$ cat src/rtl/bgm_pkg.sv
package bgm_pkg;
  localparam int CFG_W   = 32;
  localparam int NSLV    = 8;
  localparam int SLV_W   = 3;
  localparam int RD_POS  = CFG_W - 1 - NSLV;
  localparam int WR_POS  = RD_POS - 1;
  localparam int ACC_POS = WR_POS - 1;
  localparam int KEEP_W  = CFG_W - ACC_POS;

  function automatic int slv_pos(int s);
    return CFG_W - 1 - s;
  endfunction

  typedef struct packed {
    logic [NSLV-1:0] slv_en;
    logic            rd_en;
    logic            wr_en;
    logic            fold;
  } cfg_t;

  typedef enum logic [2:0] {
    S_IDLE, S_GATH, S_EARLY, S_FETCH, S_SEND, S_WAIT, S_RSP
  } st_t;
endpackage

$ cat src/rtl/bgm_cfg.sv
module bgm_cfg
  import bgm_pkg::*;
(
  input  logic             clk,
  input  logic             rst_n,
  input  logic             we,
  input  logic [CFG_W-1:0] wdata,
  output logic [CFG_W-1:0] rdata,
  output cfg_t             cfg
);
  logic [KEEP_W-1:0] keep_q;

  always_ff @(posedge clk or negedge rst_n) begin
    if (!rst_n)  keep_q <= '0;
    else if (we) keep_q <= wdata[CFG_W-1:ACC_POS];
  end

  assign rdata = {keep_q, {ACC_POS{1'b0}}};

  for (genvar s = 0; s < NSLV; s++) begin : g_slv
    assign cfg.slv_en[s] = rdata[slv_pos(s)];
  end
  assign cfg.rd_en = rdata[RD_POS];
  assign cfg.wr_en = rdata[WR_POS];
  assign cfg.fold  = rdata[ACC_POS];
endmodule

$ cat src/rtl/bgm_policy.sv
module bgm_policy
  import bgm_pkg::*;
(
  input  cfg_t             cfg,
  input  logic             is_write,
  input  logic [SLV_W-1:0] slave,
  output logic             burst_ok
);
  logic [NSLV-1:0] ok_rd, ok_wr;

  for (genvar s = 0; s < NSLV; s++) begin : g_gate
    assign ok_rd[s] = cfg.slv_en[s] & cfg.rd_en;
    assign ok_wr[s] = cfg.slv_en[s] & cfg.wr_en;
  end

  assign burst_ok = is_write ? ok_wr[slave] : ok_rd[slave];
endmodule

$ cat src/rtl/bgm_seq.sv
module bgm_seq
  import bgm_pkg::*;
#(
  parameter int AW    = 32,
  parameter int DW    = 32,
  parameter int BEATS = 4
) (
  input  logic             clk,
  input  logic             rst_n,
  input  logic             req_valid,
  output logic             req_ready,
  input  logic             req_write,
  input  logic             req_burst,
  input  logic [SLV_W-1:0] req_slave,
  input  logic [AW-1:0]    req_addr,
  input  logic             burst_ok,
  input  logic             fold,
  input  logic             wdat_valid,
  output logic             wdat_ready,
  input  logic [DW-1:0]    wdat_data,
  output logic             rsp_valid,
  input  logic             rsp_ready,
  output logic             rsp_err,
  output logic             rsp_last,
  output logic [DW-1:0]    rsp_rdata,
  output logic             bus_valid,
  input  logic             bus_ready,
  output logic             bus_write,
  output logic             bus_burst,
  output logic [SLV_W-1:0] bus_slave,
  output logic [AW-1:0]    bus_addr,
  output logic [DW-1:0]    bus_wdata,
  input  logic             bus_rvalid,
  input  logic [DW-1:0]    bus_rdata,
  input  logic             bus_err,
  output logic             cur_write
);
  localparam int HALF = BEATS / 2;
  localparam int BW   = $clog2(BEATS);
  localparam int SH   = $clog2(DW / 8);

  st_t              state;
  logic             t_write, t_multi, t_ok;
  logic [SLV_W-1:0] t_slave;
  logic [AW-1:0]    t_addr;
  logic [BW-1:0]    beat, gidx, last_beat;
  logic [BW:0]      beat_nx;
  logic [DW-1:0]    hbuf [BEATS];
  logic [DW-1:0]    wreg, rsp_data_q;
  logic             err_h1, err_h2, err_any, rsp_err_q, rsp_last_q;
  logic             in_h1, fold_err;

  assign last_beat = t_multi ? BW'(BEATS - 1) : '0;
  assign beat_nx   = {1'b0, beat} + 1'b1;
  assign in_h1     = ({1'b0, beat} < (BW + 1)'(HALF));
  assign fold_err  = t_ok ? (err_h2 | bus_err | (fold & err_h1))
                          : (err_any | bus_err);

  always_ff @(posedge clk or negedge rst_n) begin
    if (!rst_n) begin
      state      <= S_IDLE;
      t_write    <= 1'b0;
      t_multi    <= 1'b0;
      t_ok       <= 1'b0;
      t_slave    <= '0;
      t_addr     <= '0;
      beat       <= '0;
      gidx       <= '0;
      wreg       <= '0;
      rsp_data_q <= '0;
      err_h1     <= 1'b0;
      err_h2     <= 1'b0;
      err_any    <= 1'b0;
      rsp_err_q  <= 1'b0;
      rsp_last_q <= 1'b0;
      for (int i = 0; i < BEATS; i++) hbuf[i] <= '0;
    end else begin
      unique case (state)
        S_IDLE: if (req_valid) begin
          t_write <= req_write;
          t_multi <= req_burst;
          t_ok    <= req_burst & burst_ok;
          t_slave <= req_slave;
          t_addr  <= req_addr;
          beat    <= '0;
          gidx    <= '0;
          err_h1  <= 1'b0;   // fresh error state per transaction
          err_h2  <= 1'b0;
          err_any <= 1'b0;
          if (!req_write)                  state <= S_SEND;
          else if (req_burst && burst_ok)  state <= S_GATH;
          else                             state <= S_FETCH;
        end
        S_GATH: if (wdat_valid) begin
          hbuf[gidx] <= wdat_data;
          gidx       <= gidx + 1'b1;
          if (gidx == BW'(HALF - 1)) state <= S_EARLY;
        end
        S_EARLY: if (rsp_ready) state <= S_SEND;
        S_FETCH: if (wdat_valid) begin
          wreg  <= wdat_data;
          state <= S_SEND;
        end
        S_SEND: if (bus_ready) state <= S_WAIT;
        S_WAIT: if (bus_rvalid) begin
          if (t_write) begin
            err_any <= err_any | bus_err;
            if (t_ok && in_h1) err_h1 <= err_h1 | bus_err;
            if (t_ok && !in_h1) err_h2 <= err_h2 | bus_err;
            if (beat == last_beat) begin
              rsp_err_q  <= fold_err;
              rsp_last_q <= 1'b1;
              rsp_data_q <= '0;
              state      <= S_RSP;
            end else begin
              beat  <= beat_nx[BW-1:0];
              state <= (t_ok && beat_nx < (BW + 1)'(HALF)) ? S_SEND : S_FETCH;
            end
          end else begin
            rsp_err_q  <= bus_err;
            rsp_data_q <= bus_rdata;
            rsp_last_q <= (beat == last_beat);
            state      <= S_RSP;
          end
        end
        S_RSP: if (rsp_ready) begin
          if (rsp_last_q) state <= S_IDLE;
          else begin
            beat  <= beat_nx[BW-1:0];
            state <= S_SEND;
          end
        end
        default: state <= S_IDLE;
      endcase
    end
  end

  assign req_ready  = (state == S_IDLE);
  assign wdat_ready = (state == S_GATH) || (state == S_FETCH);
  assign rsp_valid  = (state == S_EARLY) || (state == S_RSP);
  assign rsp_err    = (state == S_RSP) && rsp_err_q;
  assign rsp_last   = (state == S_RSP) && rsp_last_q;
  assign rsp_rdata  = (state == S_RSP) ? rsp_data_q : '0;
  assign bus_valid  = (state == S_SEND);
  assign bus_write  = t_write;
  assign bus_burst  = t_ok;
  assign bus_slave  = t_slave;
  assign bus_addr   = t_addr + (AW'(beat) << SH);
  assign bus_wdata  = (t_ok && in_h1) ? hbuf[beat] : wreg;
  assign cur_write  = t_write;
endmodule

$ cat src/rtl/burst_gate_master.sv
module burst_gate_master
  import bgm_pkg::*;
#(
  parameter int AW    = 32,
  parameter int DW    = 32,
  parameter int BEATS = 4
) (
  input  logic             clk,
  input  logic             rst_n,
  input  logic             cfg_we,
  input  logic [31:0]      cfg_wdata,
  output logic [31:0]      cfg_rdata,
  input  logic             req_valid,
  output logic             req_ready,
  input  logic             req_write,
  input  logic             req_burst,
  input  logic [2:0]       req_slave,
  input  logic [AW-1:0]    req_addr,
  input  logic             wdat_valid,
  output logic             wdat_ready,
  input  logic [DW-1:0]    wdat_data,
  output logic             rsp_valid,
  input  logic             rsp_ready,
  output logic             rsp_err,
  output logic             rsp_last,
  output logic [DW-1:0]    rsp_rdata,
  output logic             bus_valid,
  input  logic             bus_ready,
  output logic             bus_write,
  output logic             bus_burst,
  output logic [2:0]       bus_slave,
  output logic [AW-1:0]    bus_addr,
  output logic [DW-1:0]    bus_wdata,
  input  logic             bus_rvalid,
  input  logic [DW-1:0]    bus_rdata,
  input  logic             bus_err
);
  cfg_t cfg;
  logic burst_ok;
  logic cur_write;

  bgm_cfg u_cfg (
    .clk(clk), .rst_n(rst_n), .we(cfg_we), .wdata(cfg_wdata),
    .rdata(cfg_rdata), .cfg(cfg)
  );

  bgm_policy u_pol (
    .cfg(cfg), .is_write(req_write), .slave(req_slave), .burst_ok(burst_ok)
  );

  bgm_seq #(.AW(AW), .DW(DW), .BEATS(BEATS)) u_seq (
    .clk(clk), .rst_n(rst_n),
    .req_valid(req_valid), .req_ready(req_ready), .req_write(req_write),
    .req_burst(req_burst), .req_slave(req_slave), .req_addr(req_addr),
    .burst_ok(burst_ok), .fold(cfg.fold),
    .wdat_valid(wdat_valid), .wdat_ready(wdat_ready), .wdat_data(wdat_data),
    .rsp_valid(rsp_valid), .rsp_ready(rsp_ready), .rsp_err(rsp_err),
    .rsp_last(rsp_last), .rsp_rdata(rsp_rdata),
    .bus_valid(bus_valid), .bus_ready(bus_ready), .bus_write(bus_write),
    .bus_burst(bus_burst), .bus_slave(bus_slave), .bus_addr(bus_addr),
    .bus_wdata(bus_wdata), .bus_rvalid(bus_rvalid), .bus_rdata(bus_rdata),
    .bus_err(bus_err), .cur_write(cur_write)
  );
endmodule

$ cat config.mk
export PLATFORM = sky130hd
export DESIGN_NAME = burst_gate_master
export DESIGN_NICKNAME = d
export VERILOG_FILES = /design/src/rtl/bgm_pkg.sv /design/src/rtl/bgm_cfg.sv /design/src/rtl/bgm_policy.sv /design/src/rtl/bgm_seq.sv /design/src/rtl/burst_gate_master.sv
export SDC_FILE = /design/constraint.sdc
export NUM_CORES = 1
export LEC_CHECK = 0
export ABC_AREA = 0
export BUFFER_PORTS_ARGS = -buffer_cell sky130_fd_sc_hd__clkbuf_2
export CORE_MARGIN = 5
export CORE_UTILIZATION = 34
export CTS_CLUSTER_DIAMETER = 30
export DETAILED_ROUTE_END_ITERATION = 12
export HOLD_SLACK_MARGIN = 0.1
export PLACE_DENSITY = 0.6
export SETUP_SLACK_MARGIN = 0.2
export SLEW_MARGIN = 10
export SYNTH_ARGS = -nofsm -noshare
export SYNTH_HDL_FRONTEND = slang
export SYNTH_SLANG_ARGS = --single-unit
$ cat constraint.sdc
create_clock -name clk -period 2.69 [get_ports clk]
set_input_delay 0.269 -clock clk [delete_from_list [all_inputs] [get_ports clk]]
set_output_delay 0.269 -clock clk [all_outputs]
set_load 0.02 [all_outputs]
==> results of run 1 <==
## cell type report
class	count	area, um2
well taps	341	426.7
inverters	10	40.04
repair buffers	369	2510
clock buffers	17	425.4
multi-input cells	565	4187
clock inverters	15	190.2
fillers	2494	14370
flip-flops and latches	189	4732
## power by group through the flow
stage	clock network [uW]	logic [uW]	registers [uW]
global placement	0	5540	4940
floorplan	0	4050	4790
detailed placement	0	5610	4990
finish	2590	5730	4970
global route	2830	6260	5150
CTS	2710	5760	4960
## worst paths after layout
check	cells past startpoint	endpoint	slack, ns
setup reg to reg	7	u_seq.state[2]	0.43
hold reg to reg	2	u_seq.bus_slave[1]	0.48
min in group asynchronous	2	u_seq.wreg[15]	0.40
setup / recovery	6	bus_addr[28]	0.27
max in group asynchronous	3	u_seq.rsp_data_q[31]	1.54
hold / removal	2	u_seq.rsp_data_q[10]	0.12
## stage by stage
step	util, %	std cells	hold slack [ns]
global route	46.55	1506	0.1089
finish	46.55	1506	0.1217
global placement	39.72	1359	0.3161
CTS	46.23	1501	0.1033
detailed placement	39.72	1359	0.3228
floorplan	-	837	-0.02659
## cell usage after synthesis, types with 2 or more instances
cell type	count	share of area [%]
a21oi_1	5	0.27
a22o_1	32	3.0
and3_1	39	2.6
and4_1	5	0.47
and4b_1	2	0.22
buf_2	15	0.81
buf_4	24	2.0
buf_6	7	0.85
clkbuf_1	26	1.1
dfrtp_1	189	51
ha_1	5	0.68
inv_1	9	0.37
mux2_2	74	9.0
mux2_4	35	5.7
mux2i_1	35	3.8
mux4_2	2	0.49
nand2_1	157	6.4
nand2_4	2	0.24
nand2b_1	4	0.27
nand3_1	19	1.0
nand4_1	7	0.47
nor2_1	14	0.57
nor3_1	8	0.43
o21ai_0	41	2.2
o31ai_1	3	0.24
o41ai_1	2	0.19
or3_1	2	0.14
xnor2_1	20	1.9
xor2_1	8	0.76
## metal layers
metal | part of all wire (%) | wire (um)
met3 | 6.6 | 1633
met5 | 0.081 | 20
met4 | 1.7 | 420
met1 | 44 | 10950
met2 | 47 | 11750
## flip-flops by register name, indices dropped and copies added, names as in the netlist, 2 cells and up
signal / count
u_seq.wreg: 32
u_cfg.keep_q: 11
u_seq.beat: 2
u_seq.hbuf: 64
u_seq.rsp_data_q: 32
u_seq.gidx: 2
u_seq.bus_slave: 3
u_seq.t_addr: 32
u_seq.state: 3
## cells by family after synthesis
| kind of cell | after synthesis | synth area share [%] |
|---|---|---|
| buffers and inverters | 83 | 5.151 |
| muxes | 146 | 19.00 |
| other | 1 | 0.04063 |
| xor gates and xnor gates | 28 | 2.657 |
| AOI/OAI and AO/OA | 99 | 7.429 |
| adders and majority gates | 6 | 0.8947 |
| and+or+nand+nor | 265 | 13.58 |
| DFF | 189 | 51.24 |
## repair_timing
action	in CTS	in global routing
gates resized for setup	10	18
endpoints found under the setup margin	22	20
hold endpoints to repair	234	0
buffers inserted	0	5
pin swaps	1	4
hold buffers	110	0
## critical path: stages (launching register included)
cell,delay [ns]
dfrtp_2,0.43
ha_1,0.23
fa_2,0.40
and3_4,0.21
nand4_1,0.11
xnor2_1,0.16
buf_4,0.19
==> metrics.csv, run 1 <==
metric,value,unit
status,"complete, no violations",
Longest Clk Path Bufs,2,
Combinational Power Share,43.1,%
switch share,40.36,%
unrepaired setup endpoints after global routing,true,
average wire per standard cell,16.45,um
setup TNS,0,ns
CTS Buf Count,17,
DP Wirelength,16.33,mm
Area Overhead vs Synth,35.54,%
Area after DPL,0.01067,mm2
Die H,174.8,um
Initial Util,34.34,%
layout net count,1300,
GRT overflow,0,
Synth async-reset ratio,100.0,%
Rows,60,
drt via density,4.801,
"Req. time, crit path",2.42,ns
"most common cell after layout, fill and taps aside",clkbuf_2,
CTS root buf,clkbuf_16,
vias in the first global route,7646,
FF-to-FF Start,u_seq.beat[0],
Seq pwr share,37.4,%
Hold Crit Class,in -> reg,
CTS tree,built,
port buffer count,238,
WS Path Type,reg -> out,
Pleak,0.006327,uW
CP max FO,6,
Yosys warning total,0,
cell count after synthesis,817,
CP Launch Point,u_seq.beat[0],
Most Crowded Layer GR,met2,
overall routing resource usage,16.13,%
crit path DAT,2.15,ns
net switching power,5366,uW
Die Wd,174.8,um
share of layout cells above drive strength 1,36.57,%
synthesized area,0.009230,mm2
CTS sink cnt,189,
minimum clock period,2.423,ns
1st-pass router iterations,4,
worst-margin pin slew,0.7034,ns
"Avg Cell Area, Syn",11.30,um2
Clock Latency Late Sink,0.44,ns
Pwr Total,13290,uW
1st-iter DRT viols,447,
Startpoint Class,flip-flop,
drt total wl,24.78,mm
routability cong.,0.7984,
Max Slew Vio Count,0,
Max-Cap Viols,0,
Crit. End Element,output pin,
core area,0.02688,mm2
Post-synth EDFFs,0,
post-synth cell types,55,
first-pass GRT wire length,40.25,mm
pre-CTS setup slack,0.4217,ns
Int Pwr,7928,uW
GR Layer Usage met3,4.673,%
#FFs+latches synth,189,
Slew Limit Headroom,53.11,%
part of the cycle the worst path needs,90.06,%
peak supply drop,507.7,uV
power share of the clock group,19.5,%
final worst slack,0.2674,ns
Global Route met1 Usage,20.44,%
most frequent cells in the layout,"clkbuf_2, dfrtp_1, nand2_1",
"Hold Vio Cnt, Final",0,
PwrDens,1063,mW/mm2
# diodes,0,
IO Pins,281,
min-delay src,bus_rdata[10],
clk_skew,0.01614,ns
initial antenna violation count,1,
grt met2 use,27.29,%
Routed Antenna Nets,0,
cell area after layout,0.01251,mm2
Clock Pin Slew Worst Setup and Hold Paths,0.08,ns
pin count of the biggest net entering global routing,70,
via count,7230,
register area share after synthesis,51.24,%
Max Clock Freq,0.4128,GHz
full die area,0.03054,mm2
Main synth FF type,dfrtp_1,
# H-tree levels,4,
Residual DRC,0,
# setup viols final,0,
Power figures use the tool's default switching activity.
==> inputs of run 2 (changes only) <==
==> constraint.sdc (replaced) <==
create_clock -name clk -period 2.69 [get_ports clk]
set_input_delay 0.269 -clock clk [delete_from_list [all_inputs] [get_ports clk]]
set_output_delay 0.269 -clock clk [all_outputs]
set_load 0.1 [all_outputs]
==> run 2 against run 1 <==
Against the previous run:
- maximum frequency shrank 2.7%
- count of clock-buffer cells in the layout is the same
- worst setup slack lost 0.068 ns
- global-route usage grew 1.1 points
- cell area grew 13%
- critical path depth is the same
- register-to-register slack gained 0.06 ns
- via count grew 1.7%
==> metrics.csv, run 2 (synthesis gave the netlist of run 1 again) <==
metric,value,unit,change
status,"complete, no violations",,
Max Slew Vio Count,0,,unchanged
Largest Register,u_seq.hbuf,,
average wire per standard cell,17.29,um,+5.1%
WHS,0.1626,ns,+0.04084 ns
Largest register FFs,64,,unchanged
met2 wire length,12.71,mm,+8.2%
drt via density,4.846,,+0.94%
Clock Latency Late Sink,0.44,ns,about the same
CP max FO,7,,+1
via count,7356,,+1.7%
"Req. time, crit path",2.42,ns,about the same
Hold Crit Class,in -> reg,,
WS Path Type,reg -> out,,
"most common cell after layout, fill and taps aside",dfrtp_1,,
minimum clock period,2.491,ns,+0.06807 ns
vias in the first global route,7854,,+2.7%
"Hold Vio Cnt, Final",0,,unchanged
port buffer count,238,,unchanged
first-pass GRT wire length,42.58,mm,+5.8%
most frequent cells in the layout,"dfrtp_1, nand2_1, clkbuf_2",,
Slew Limit Headroom,51.60,%,-1.5 points
Residual DRC,0,,unchanged
Routed Antenna Nets,0,,unchanged
IO Pins,281,,unchanged
crit-path max cell delay,0.45,ns,+0.02 ns
Max-Cap Viols,0,,unchanged
layout net count,1310,,+0.77%
Area Overhead vs Synth,53.64,%,
routability cong.,0.7717,,-3.3%
crit path cell chain,ha_4 -> a21o_1 -> and3_4 -> nand4_1 -> xnor2_4 -> buf_12,,
Rows,60,,unchanged
crit path DAT,2.22,ns,+0.07 ns
CTS sink cnt,189,,unchanged
Area after DPL,0.01222,mm2,+14%
routed wl met3,1.525,mm,-6.6%
Initial Util,34.34,%,unchanged
Die H,174.8,um,unchanged
buffers and inverters on the worst path,1,,unchanged
GRT overflow,0,,unchanged
initial antenna violation count,3,,+2
unrepaired setup endpoints after global routing,true,,
M1 WL,11.58,mm,+5.8%
CTS Buf Count,17,,unchanged
part of the cycle the worst path needs,92.59,%,+2.5 points
core area,0.02688,mm2,unchanged
full die area,0.03054,mm2,unchanged
clk_skew,0.02217,ns,+0.006029 ns
DP Wirelength,17.46,mm,+6.9%
Die Wd,174.8,um,unchanged
# setup viols final,0,,unchanged
worst-margin pin slew,0.7260,ns,+0.02258 ns
overall routing resource usage,17.20,%,+1.1 points
drt total wl,26.25,mm,+5.9%
Startpoint Class,flip-flop,,
crit-path leading delay family,simple AND/OR/NAND/NOR gates,,
Crit. End Element,output pin,,
CTS root buf,clkbuf_16,,
Longest Clk Path Bufs,2,,unchanged
pin count of the biggest net entering global routing,83,,+19%
CTS tree,built,,
slowest CP cell,dfrtp_2,,
Max Used Layer,met5,,
Clock Pin Slew Worst Setup and Hold Paths,0.07,ns,about the same
Max Clock Freq,0.4015,GHz,-2.7%
# H-tree levels,4,,unchanged
1st-pass router iterations,5,,+1
share of layout cells above drive strength 1,44.51,%,+7.9 points
cell area after layout,0.01418,mm2,+13%
setup TNS,0,ns,unchanged
1st-iter DRT viols,410,,-8.3%
-- run 2: path summary, 6_finish.rpt --
check | depth (start not counted) | from | slack (ns) | endpoint
max | 6 | u_seq.beat[1] | 0.20 | bus_addr[25]
min | 3 | bus_err | 0.16 | u_seq.rsp_err_q
max reg2reg | 4 | u_seq.state[2] | 0.49 | u_seq.hbuf[104]
min reg2reg | 2 | u_seq.t_addr[1] | 0.48 | u_seq.t_addr[1]
max in group asynchronous | 3 | rst_n | 1.45 | u_seq.bus_burst
min in group asynchronous | 2 | rst_n | 0.41 | u_seq.wreg[15]
-- run 2: area by class of cell --
| type | count | area, um2 |
|---|---|---|
| Antenna cell | 2 | 5.005 |
| Clock buffer | 17 | 425.4 |
| Clock inverter | 15 | 166.4 |
| Fill cell | 2306 | 12690 |
| Inverter | 10 | 40.04 |
| Multi-Input combinational cell | 565 | 4788 |
| Sequential cell | 189 | 4748 |
| Tap cell | 341 | 426.7 |
| Timing Repair Buffer | 379 | 3581 |
-- run 2: stage by stage --
stage | setup WS, ns | instances | util, %
after floorplan | 0.1067 | 837 | -
after global placement | 0.3621 | 1362 | 45.47
after detailed placement | 0.3508 | 1362 | 45.47
after CTS | 0.09405 | 1510 | 52.25
after global routing | 0.1040 | 1518 | 52.77
final | 0.1994 | 1518 | 52.77
-- run 2: metal layers --
metal	track usage, %	up-vias
li1	-	3502
met1	22.02	3629
met2	29.17	199
met3	4.565	24
met4	4.255	2
met5	0	-
-- run 2: worst min-delay path: stages --
cell      delay (ns)
clkbuf_2        0.09
nor2_1          0.06
o21ai_0         0.13
-- run 2: repair_timing --
item                       in CTS  in global routing
hold buffers                  112                  0
pin swaps                       4                  5
setup buffers                   4                  6
resized for setup              26                 47
setup endpoints to repair      81                 39
hold endpoints to repair      243                  0
Power of run 2 is left out: the tool's default activity adds up to more than one toggle a clock period on the data nets, which glitch-free logic cannot reach.
